File: src/rtl/bas_pkg.sv
package bas_pkg;

    typedef enum logic [1:0] {
        SZ_BYTE = 2'd0,
        SZ_HALF = 2'd1,
        SZ_WORD = 2'd2,
        SZ_WIDE = 2'd3
    } size_e;

endpackage

File: src/rtl/bas_bank_decode.sv
module bas_bank_decode #(
    parameter int WADDR_W   = 22,
    parameter int N_RAM     = 3,
    parameter int RAM_WORDS = 512
) (
    input  logic [WADDR_W-1:0] waddr,
    output logic [N_RAM:0]     bank_oh
);
    localparam int RAM_AW = $clog2(RAM_WORDS);

    logic [WADDR_W-1:0] blk;
    logic [N_RAM-1:0]   hit;

    assign blk = waddr >> RAM_AW;

    for (genvar k = 0; k < N_RAM; k++) begin : g_win
        assign hit[k] = (blk == WADDR_W'(k));
    end

    // anything outside the on-chip windows goes off chip
    assign bank_oh = {~|hit, hit};

endmodule

File: src/rtl/bas_lane_sel.sv
module bas_lane_sel #(
    parameter int LANES = 4
) (
    input  logic [$clog2(LANES)-1:0] lo,
    input  bas_pkg::size_e           sz,
    input  logic                     force_word,
    output logic [LANES-1:0]         bsel
);
    localparam int LANE_W = $clog2(LANES);

    logic [LANE_W-1:0] half_base;

    always_comb begin
        half_base = {lo[LANE_W-1:1], 1'b0};
        if (force_word) begin
            bsel = '1;
        end else begin
            case (sz)
                bas_pkg::SZ_BYTE: bsel = LANES'(1) << lo;
                bas_pkg::SZ_HALF: bsel = LANES'(3) << half_base;
                default:          bsel = '1;
            endcase
        end
    end

endmodule

File: src/rtl/bas_conflict.sv
module bas_conflict #(
    parameter int NREQ  = 4,
    parameter int NBANK = 4
) (
    input  logic [NREQ-1:0]            valid,
    input  logic [NREQ-1:0][NBANK-1:0] bank,
    output logic [NREQ-1:0]            defer
);
    // a request loses its frame slot to any lower-index valid request
    // aimed at the same bank
    always_comb begin
        defer = '0;
        for (int i = 1; i < NREQ; i++) begin
            for (int j = 0; j < i; j++) begin
                if (valid[i] && valid[j] && (bank[i] == bank[j])) begin
                    defer[i] = 1'b1;
                end
            end
        end
    end

endmodule

File: src/rtl/bank_access_sched.sv
module bank_access_sched #(
    parameter int NREQ      = 4,
    parameter int ADDR_W    = 24,
    parameter int LANES     = 4,
    parameter int N_RAM     = 3,
    parameter int RAM_WORDS = 512
) (
    input  logic                                   clk,
    input  logic                                   rst_n,
    input  logic                                   start_i,
    input  logic [NREQ-1:0]                        req_valid_i,
    input  logic [NREQ-1:0][ADDR_W-1:0]            req_addr_i,
    input  logic [NREQ-1:0][1:0]                   req_size_i,
    output logic                                   ready_o,
    output logic [N_RAM:0]                         bank_en_o,
    output logic [ADDR_W-$clog2(LANES)-1:0]        waddr_o,
    output logic [LANES-1:0]                       bsel_o,
    output logic                                   we_o,
    output logic [$clog2(NREQ)-1:0]                req_id_o,
    output logic                                   stall_o,
    output logic                                   done_o
);
    localparam int NBANK   = N_RAM + 1;
    localparam int LANE_W  = $clog2(LANES);
    localparam int WADDR_W = ADDR_W - LANE_W;
    localparam int SLOT_W  = $clog2(NREQ);
    localparam int WR_IDX  = NREQ - 1;
    localparam logic [SLOT_W-1:0] LAST_SLOT = SLOT_W'(NREQ - 1);

    typedef struct packed {
        logic                             busy;
        logic                             extra;
        logic [SLOT_W-1:0]                slot;
        logic [NREQ-1:0]                  valid;
        logic [NREQ-1:0]                  defer;
        logic [NREQ-1:0]                  pend;
        logic [NREQ-1:0][ADDR_W-1:0]      addr;
        logic [NREQ-1:0][1:0]             size;
        logic [NBANK-1:0]                 bank_en;
        logic [WADDR_W-1:0]               waddr;
        logic [LANES-1:0]                 bsel;
        logic                             we;
        logic [SLOT_W-1:0]                id;
        logic                             stall;
        logic                             done;
    } state_t;

    state_t st_d, st_q;

    logic                            accept;
    logic [NREQ-1:0]                 cur_valid;
    logic [NREQ-1:0][ADDR_W-1:0]     cur_addr;
    logic [NREQ-1:0][1:0]            cur_size;
    logic [NREQ-1:0][NBANK-1:0]      cur_bank;
    logic [NREQ-1:0][LANES-1:0]      cur_bsel;
    logic [NREQ-1:0]                 cur_defer;
    logic                            sel_valid;
    logic [SLOT_W-1:0]               sel_idx;

    assign ready_o = ~st_q.busy | st_q.done;
    assign accept  = start_i & ready_o;

    // on acceptance the slot-0 decision uses the live inputs;
    // afterwards every slot works from the captured set
    assign cur_valid = accept ? req_valid_i : st_q.valid;
    assign cur_addr  = accept ? req_addr_i  : st_q.addr;
    assign cur_size  = accept ? req_size_i  : st_q.size;

    for (genvar i = 0; i < NREQ; i++) begin : g_req
        bas_bank_decode #(
            .WADDR_W  (WADDR_W),
            .N_RAM    (N_RAM),
            .RAM_WORDS(RAM_WORDS)
        ) dec_i (
            .waddr  (cur_addr[i][ADDR_W-1:LANE_W]),
            .bank_oh(cur_bank[i])
        );

        bas_lane_sel #(
            .LANES(LANES)
        ) lane_i (
            .lo        (cur_addr[i][LANE_W-1:0]),
            .sz        (bas_pkg::size_e'(cur_size[i])),
            .force_word(i == 0),
            .bsel      (cur_bsel[i])
        );
    end

    bas_conflict #(
        .NREQ (NREQ),
        .NBANK(NBANK)
    ) conf_i (
        .valid(cur_valid),
        .bank (cur_bank),
        .defer(cur_defer)
    );

    always_comb begin
        st_d         = st_q;
        st_d.bank_en = '0;
        st_d.waddr   = '0;
        st_d.bsel    = '0;
        st_d.we      = 1'b0;
        st_d.id      = '0;
        st_d.stall   = 1'b0;
        st_d.done    = 1'b0;
        sel_valid    = 1'b0;
        sel_idx      = '0;

        if (accept) begin
            st_d.busy  = 1'b1;
            st_d.extra = 1'b0;
            st_d.slot  = '0;
            st_d.valid = req_valid_i;
            st_d.addr  = req_addr_i;
            st_d.size  = req_size_i;
            st_d.defer = cur_defer;
            st_d.pend  = cur_defer;
            sel_idx    = '0;
            sel_valid  = req_valid_i[0] & ~cur_defer[0];
            st_d.done  = (LAST_SLOT == '0) && (cur_defer == '0);
        end else if (!st_q.busy || st_q.done) begin
            st_d.busy  = 1'b0;
            st_d.extra = 1'b0;
        end else if (!st_q.extra && (st_q.slot != LAST_SLOT)) begin
            st_d.slot = st_q.slot + SLOT_W'(1);
            sel_idx   = st_d.slot;
            sel_valid = st_q.valid[st_d.slot] & ~st_q.defer[st_d.slot];
            st_d.done = (st_d.slot == LAST_SLOT) && (st_q.pend == '0);
        end else begin
            // wait slot: lowest pending index first
            st_d.extra = 1'b1;
            for (int i = NREQ - 1; i >= 0; i--) begin
                if (st_q.pend[i]) begin
                    sel_idx = SLOT_W'(i);
                end
            end
            sel_valid          = st_q.pend[sel_idx];
            st_d.pend[sel_idx] = 1'b0;
            st_d.stall         = 1'b1;
            st_d.done          = (st_d.pend == '0);
        end

        if (sel_valid) begin
            st_d.bank_en = cur_bank[sel_idx];
            st_d.waddr   = cur_addr[sel_idx][ADDR_W-1:LANE_W];
            st_d.bsel    = cur_bsel[sel_idx];
            st_d.we      = (sel_idx == SLOT_W'(WR_IDX));
            st_d.id      = sel_idx;
        end
    end

    always_ff @(posedge clk) begin
        if (!rst_n) begin
            st_q <= '0;
        end else begin
            st_q <= st_d;
        end
    end

    assign bank_en_o = st_q.bank_en;
    assign waddr_o   = st_q.waddr;
    assign bsel_o    = st_q.bsel;
    assign we_o      = st_q.we;
    assign req_id_o  = st_q.id;
    assign stall_o   = st_q.stall;
    assign done_o    = st_q.done;

endmodule

File: config.mk
export PLATFORM = sky130hd
export DESIGN_NAME = bank_access_sched
export DESIGN_NICKNAME = d
export VERILOG_FILES = /design/src/rtl/bas_pkg.sv /design/src/rtl/bas_bank_decode.sv /design/src/rtl/bas_lane_sel.sv /design/src/rtl/bas_conflict.sv /design/src/rtl/bank_access_sched.sv
export SDC_FILE = /design/constraint.sdc
export NUM_CORES = 1
export LEC_CHECK = 0
export BUFFER_PORTS_ARGS = -buffer_cell sky130_fd_sc_hd__buf_2
export CAP_MARGIN = 15
export CELL_PAD_IN_SITES_DETAIL_PLACEMENT = 0
export CELL_PAD_IN_SITES_GLOBAL_PLACEMENT = 1
export CORE_ASPECT_RATIO = 0.5
export CORE_MARGIN = 2
export CORE_UTILIZATION = 45
export CTS_BUF_LIST = sky130_fd_sc_hd__clkbuf_8
export CTS_CLUSTER_SIZE = 25
export DETAILED_ROUTE_END_ITERATION = 6
export PLACE_DENSITY_LB_ADDON = 0.1
export SLEW_MARGIN = 20
export SYNTH_ARGS = -nofsm -noshare
export SYNTH_HDL_FRONTEND = slang
export SYNTH_SLANG_ARGS = --single-unit
File: constraint.sdc
create_clock -name clk -period 3.85 [get_ports clk]
set_input_delay 0.5775 -clock clk [delete_from_list [all_inputs] [get_ports clk]]
set_output_delay 0.5775 -clock clk [all_outputs]
set_load 0.03 [all_outputs]
==> run summary <==
STATUS
----------------------------------------------------------------------------------------
Run status                                                                  complete, no violations

STA
----------------------------------------------------------------------------------------
Achievable frequency                                                           0.357 GHz
Fin crit share                                                                     0.728
Minimum period implied by the final worst setup slack                            2.80 ns
Number of max-slew violations in the final report                                      0
Final worst slack                                                                1.05 ns
Final hold vios                                                                        0
RSZ-0062 raised after global routing                                               false
Worst max-slew margin expressed relative to the limit                              0.444
Post-route setup TNS                                                                0 ns
Setup Skew                                                                     0.0131 ns
Final-report setup violation count                                                     0
Tightest Pin Transition                                                         0.834 ns

WORST SETUP PATH
----------------------------------------------------------------------------------------
Arrival time worst endpoint                                                      3.14 ns
Family of cells with the greatest summed delay on the critical path         simple AND/OR/NAND/NOR gates
Delay of the slowest cell on the worst path                                      0.49 ns
Critical-path top delay cell                                                sky130_fd_sc_hd__or3b_1
Kind of launch point of the worst setup path                                    register
Max FO, Critical Path                                                                 12
CP bufs+invs                                                                           1
WP data required                                                                 4.19 ns
Worst-path cell chain                                                       nor2b_2, inv_2, and2_2, a41o_4, or3b_1, xnor2_2, nand4_1, a311oi_1
Setup CP Type                                                               register to register
Kind of end point of the critical path                                          register

GLOBAL ROUTE
----------------------------------------------------------------------------------------
Met1 routing resource usage after global routing                                   0.318
Vias in the first global route                                                      5953
Initial antenna violation count                                                        2
Total Routing Usage GR                                                             0.242
GR Overflow Total                                                                      0
M3 GR Usage                                                                       0.0657
Highest-utilization routing layer at the global route stage                         met2
First-pass GRT wire length                                                      31600 um
Maximum number of pins on one net before global-route repair                          87
Met2 Use GR                                                                        0.391

FLOORPLAN
----------------------------------------------------------------------------------------
X dimension of the die                                                            181 um
Initial Utilization                                                                0.459
Number of rows in the core area                                                       32
Placeable Area                                                              0.0153 sq mm
Top Ports                                                                            147
Die area                                                                    0.0167 sq mm
Y dimension of the die                                                           92.5 um

YOSYS
----------------------------------------------------------------------------------------
Proportion of netlist area held by the largest area contributor                    0.426
Yosys warns                                                                            0
Number of enable flip-flop cells after synthesis                                       0
Synthesized area per cell                                                     8.34 sq um
Post-Syn Nets                                                                        957
Most used DFF post-synth                                                    sky130_fd_sc_hd__dfxtp_1
Post-Synthesis Cells                                                                 844
Sequential share of the synthesized area                                           0.426
Cell area after synthesis                                                   0.00704 sq mm
Unique cell type count in the Yosys netlist                                           61
Post-synthesis sequential element count                                              150
Dominant cells by area after synthesis                                      sky130_fd_sc_hd__dfxtp_1, sky130_fd_sc_hd__nand2_1, sky130_fd_sc_hd__mux2i_1, sky130_fd_sc_hd__a21oi_1, sky130_fd_sc_hd__o211ai_1
Post-synth top area cell                                                    sky130_fd_sc_hd__dfxtp_1
Async set or reset register ratio after synthesis                                      0

CLOCKING
----------------------------------------------------------------------------------------
CTS HTree Levels                                                                       4
Clock root buffer                                                           sky130_fd_sc_hd__clkbuf_8
Post-CTS Hold Buffers                                                                  0
Post-CTS sizing                                                                        0
Later-pin clock latency in the skew report                                       0.45 ns
TritonCTS clock tree                                                               built
Maximum number of buffers from clock root to sink                                      2
Sink Count                                                                           150
Post-CTS setup buffers                                                                 0
Clock slew at reported path FFs                                                  0.09 ns
TritonCTS Buffers                                                                     17

POWER AND IR DROP
----------------------------------------------------------------------------------------
Total power per unit cell area                                               440 mW/mm^2
Leakage power of the design                                                   0.00351 uW
Largest vdd supply drop                                                         0.244 mV

FINISH
----------------------------------------------------------------------------------------
Layout overhead on the synthesized area                                            13.9%
Fraction of final layout cells with drive strength greater than 1                  0.217
Final-stage net count                                                               1039

DETAILED ROUTING
----------------------------------------------------------------------------------------
Total vias in the final route                                                       6300
Via-per-instance ratio                                                              5.50
Number of design rule violations left after detail routing                             0
Final antenna-violating net count                                                      0
Wire per inst                                                                    17.3 um
Pre-Repair DR Iteration Count                                                          5
Drt first-iter violations                                                            474
Routed Wire Length                                                              19900 um

RUN
----------------------------------------------------------------------------------------
Maxcap violations                                                                      0

PLACEMENT
----------------------------------------------------------------------------------------
Placer's final routability congestion estimate                                     0.852
I/O Buffers                                                                          142
Worst setup timing slack at the placement stage                                  1.05 ns
Total half-perimeter wirelength after legalization and detailed placement       13400 um

MIN PATH
----------------------------------------------------------------------------------------
Worst hold path type                                                        input pin to register

==> cell families after synthesis <==
| group | synth area share |
|---|---|
| buffers and inverters | 0.0766 |
| adder cells (fa/ha/maj) | 0.00355 |
| flip-flops | 0.426 |
| AND/OR/NAND/NOR | 0.209 |
| AO/OA/AOI/OAI | 0.178 |
| XOR/XNOR | 0.0222 |
| multiplexers | 0.0839 |
==> layer usage <==
metal | vias to the layer above | wire [um]
li1 | 3117 | -
met1 | 2972 | 9100
met2 | 189 | 9120
met3 | 22 | 1390
met4 | 0 | 254
met5 | - | 0
==> registers in the layout, summed over array words and instances (netlist names) <==
signal and flops:
waddr_o 22, bank_en_o 4, req_id_o 2, st_q 115, stall_o 1, we_o 1
bsel_o 4, done_o 1
==> worst paths after layout <==
check | startpoint | end | slack (ns) | cells past startpoint
max | st_q[154] | st_q[142] | 1.05 | 8
min | req_size_i[7] | st_q[42] | 0.36 | 3
max reg2reg | st_q[154] | st_q[142] | 1.05 | 8
min reg2reg | st_q[71] | st_q[71] | 0.46 | 2
==> report_power, final <==
part / total [uW] / switching [uW] / internal (uW)
registers: 1690 / 49.6 / 1640
logic: 624 / 388 / 236
clock network: 1220 / 642 / 578
==> cells in the mapped netlist (3+ instances only) <==
master and number:
sky130_fd_sc_hd__buf_2 8, sky130_fd_sc_hd__or4_1 7, sky130_fd_sc_hd__o2111ai_1 3, sky130_fd_sc_hd__buf_4 33
sky130_fd_sc_hd__clkbuf_1 43, sky130_fd_sc_hd__nor3_1 16, sky130_fd_sc_hd__a2111oi_0 4, sky130_fd_sc_hd__o21ai_0 15
sky130_fd_sc_hd__nor2_1 76, sky130_fd_sc_hd__o21ai_1 3, sky130_fd_sc_hd__o31ai_1 3, sky130_fd_sc_hd__o211ai_1 45
sky130_fd_sc_hd__xor2_1 6, sky130_fd_sc_hd__nor4_1 9, sky130_fd_sc_hd__or3_1 7, sky130_fd_sc_hd__mux4_2 4
sky130_fd_sc_hd__nand3b_1 6, sky130_fd_sc_hd__nand4_1 4, sky130_fd_sc_hd__and3_1 5, sky130_fd_sc_hd__a41o_1 3
sky130_fd_sc_hd__nand2_1 170, sky130_fd_sc_hd__nand2b_1 3, sky130_fd_sc_hd__mux2i_1 50, sky130_fd_sc_hd__a211oi_1 4
sky130_fd_sc_hd__xnor2_1 10, sky130_fd_sc_hd__and2_1 4, sky130_fd_sc_hd__a311oi_1 6, sky130_fd_sc_hd__dfxtp_1 150
sky130_fd_sc_hd__nand3_1 11, sky130_fd_sc_hd__buf_6 5, sky130_fd_sc_hd__a21oi_1 82, sky130_fd_sc_hd__inv_1 5
sky130_fd_sc_hd__nor3b_1 9
==> layout make-up <==
| class | instances | area (sq um) |
|---|---|---|
| fill | 1517 | 7310 |
| multi-input combinational | 596 | 3520 |
| sequential | 150 | 3000 |
| timing repair buffer | 154 | 826 |
| tap | 204 | 255 |
| clock buffer | 17 | 234 |
| clock inverter | 15 | 155 |
| inverter | 7 | 27.5 |
| antenna | 2 | 5.00 |
==> stage by stage <==
| step | utilization | hold slack [ns] | total power [uW] | instances | cell area [sq um] |
|---|---|---|---|---|---|
| after floorplan | - | 0.432 | 2150 | 844 | 7040 |
| after global placement | 0.497 | 0.445 | 2330 | 1111 | 7630 |
| after detailed placement | 0.497 | 0.446 | 2340 | 1111 | 7630 |
| after CTS | 0.523 | 0.334 | 3560 | 1143 | 8020 |
| after global routing | 0.523 | 0.340 | 3720 | 1144 | 8020 |
| final | 0.523 | 0.359 | 3530 | 1145 | 8020 |
==> worst register-to-register path, stage by stage, from the launching register on <==
cell                       delay, ns
sky130_fd_sc_hd__dfxtp_1        0.30
sky130_fd_sc_hd__nor2b_2        0.18
sky130_fd_sc_hd__inv_2          0.30
sky130_fd_sc_hd__and2_2         0.41
sky130_fd_sc_hd__a41o_4         0.33
sky130_fd_sc_hd__or3b_1         0.49
sky130_fd_sc_hd__xnor2_2        0.19
sky130_fd_sc_hd__nand4_1        0.14
sky130_fd_sc_hd__a311oi_1       0.35
==> layout by cell type (no fill, tap or decap), types with 4 or more instances in the layout <==
master,synthesis,routed
sky130_fd_sc_hd__clkbuf_8,0,17
sky130_fd_sc_hd__and2_1,4,4
sky130_fd_sc_hd__a21oi_1,82,82
sky130_fd_sc_hd__nor4_1,9,9
sky130_fd_sc_hd__buf_2,8,142
sky130_fd_sc_hd__nor3b_1,9,9
sky130_fd_sc_hd__or3_1,7,7
sky130_fd_sc_hd__nand4_1,4,4
sky130_fd_sc_hd__xor2_1,6,6
sky130_fd_sc_hd__dfxtp_1,150,150
sky130_fd_sc_hd__a2111oi_0,4,4
sky130_fd_sc_hd__mux2i_1,50,50
sky130_fd_sc_hd__buf_4,33,10
sky130_fd_sc_hd__clkinvlp_4,0,5
sky130_fd_sc_hd__nand3_1,11,11
sky130_fd_sc_hd__xnor2_1,10,10
sky130_fd_sc_hd__a211oi_1,4,4
sky130_fd_sc_hd__and3_1,5,5
sky130_fd_sc_hd__nor2_1,76,75
sky130_fd_sc_hd__o211ai_1,45,45
sky130_fd_sc_hd__nand2_1,170,169
sky130_fd_sc_hd__a311oi_1,6,6
sky130_fd_sc_hd__inv_1,5,6
sky130_fd_sc_hd__nand3b_1,6,6
sky130_fd_sc_hd__o21ai_0,15,15
sky130_fd_sc_hd__nor3_1,16,16
sky130_fd_sc_hd__or4_1,7,7
sky130_fd_sc_hd__mux4_2,4,4
(Power assumes the default switching activity.)
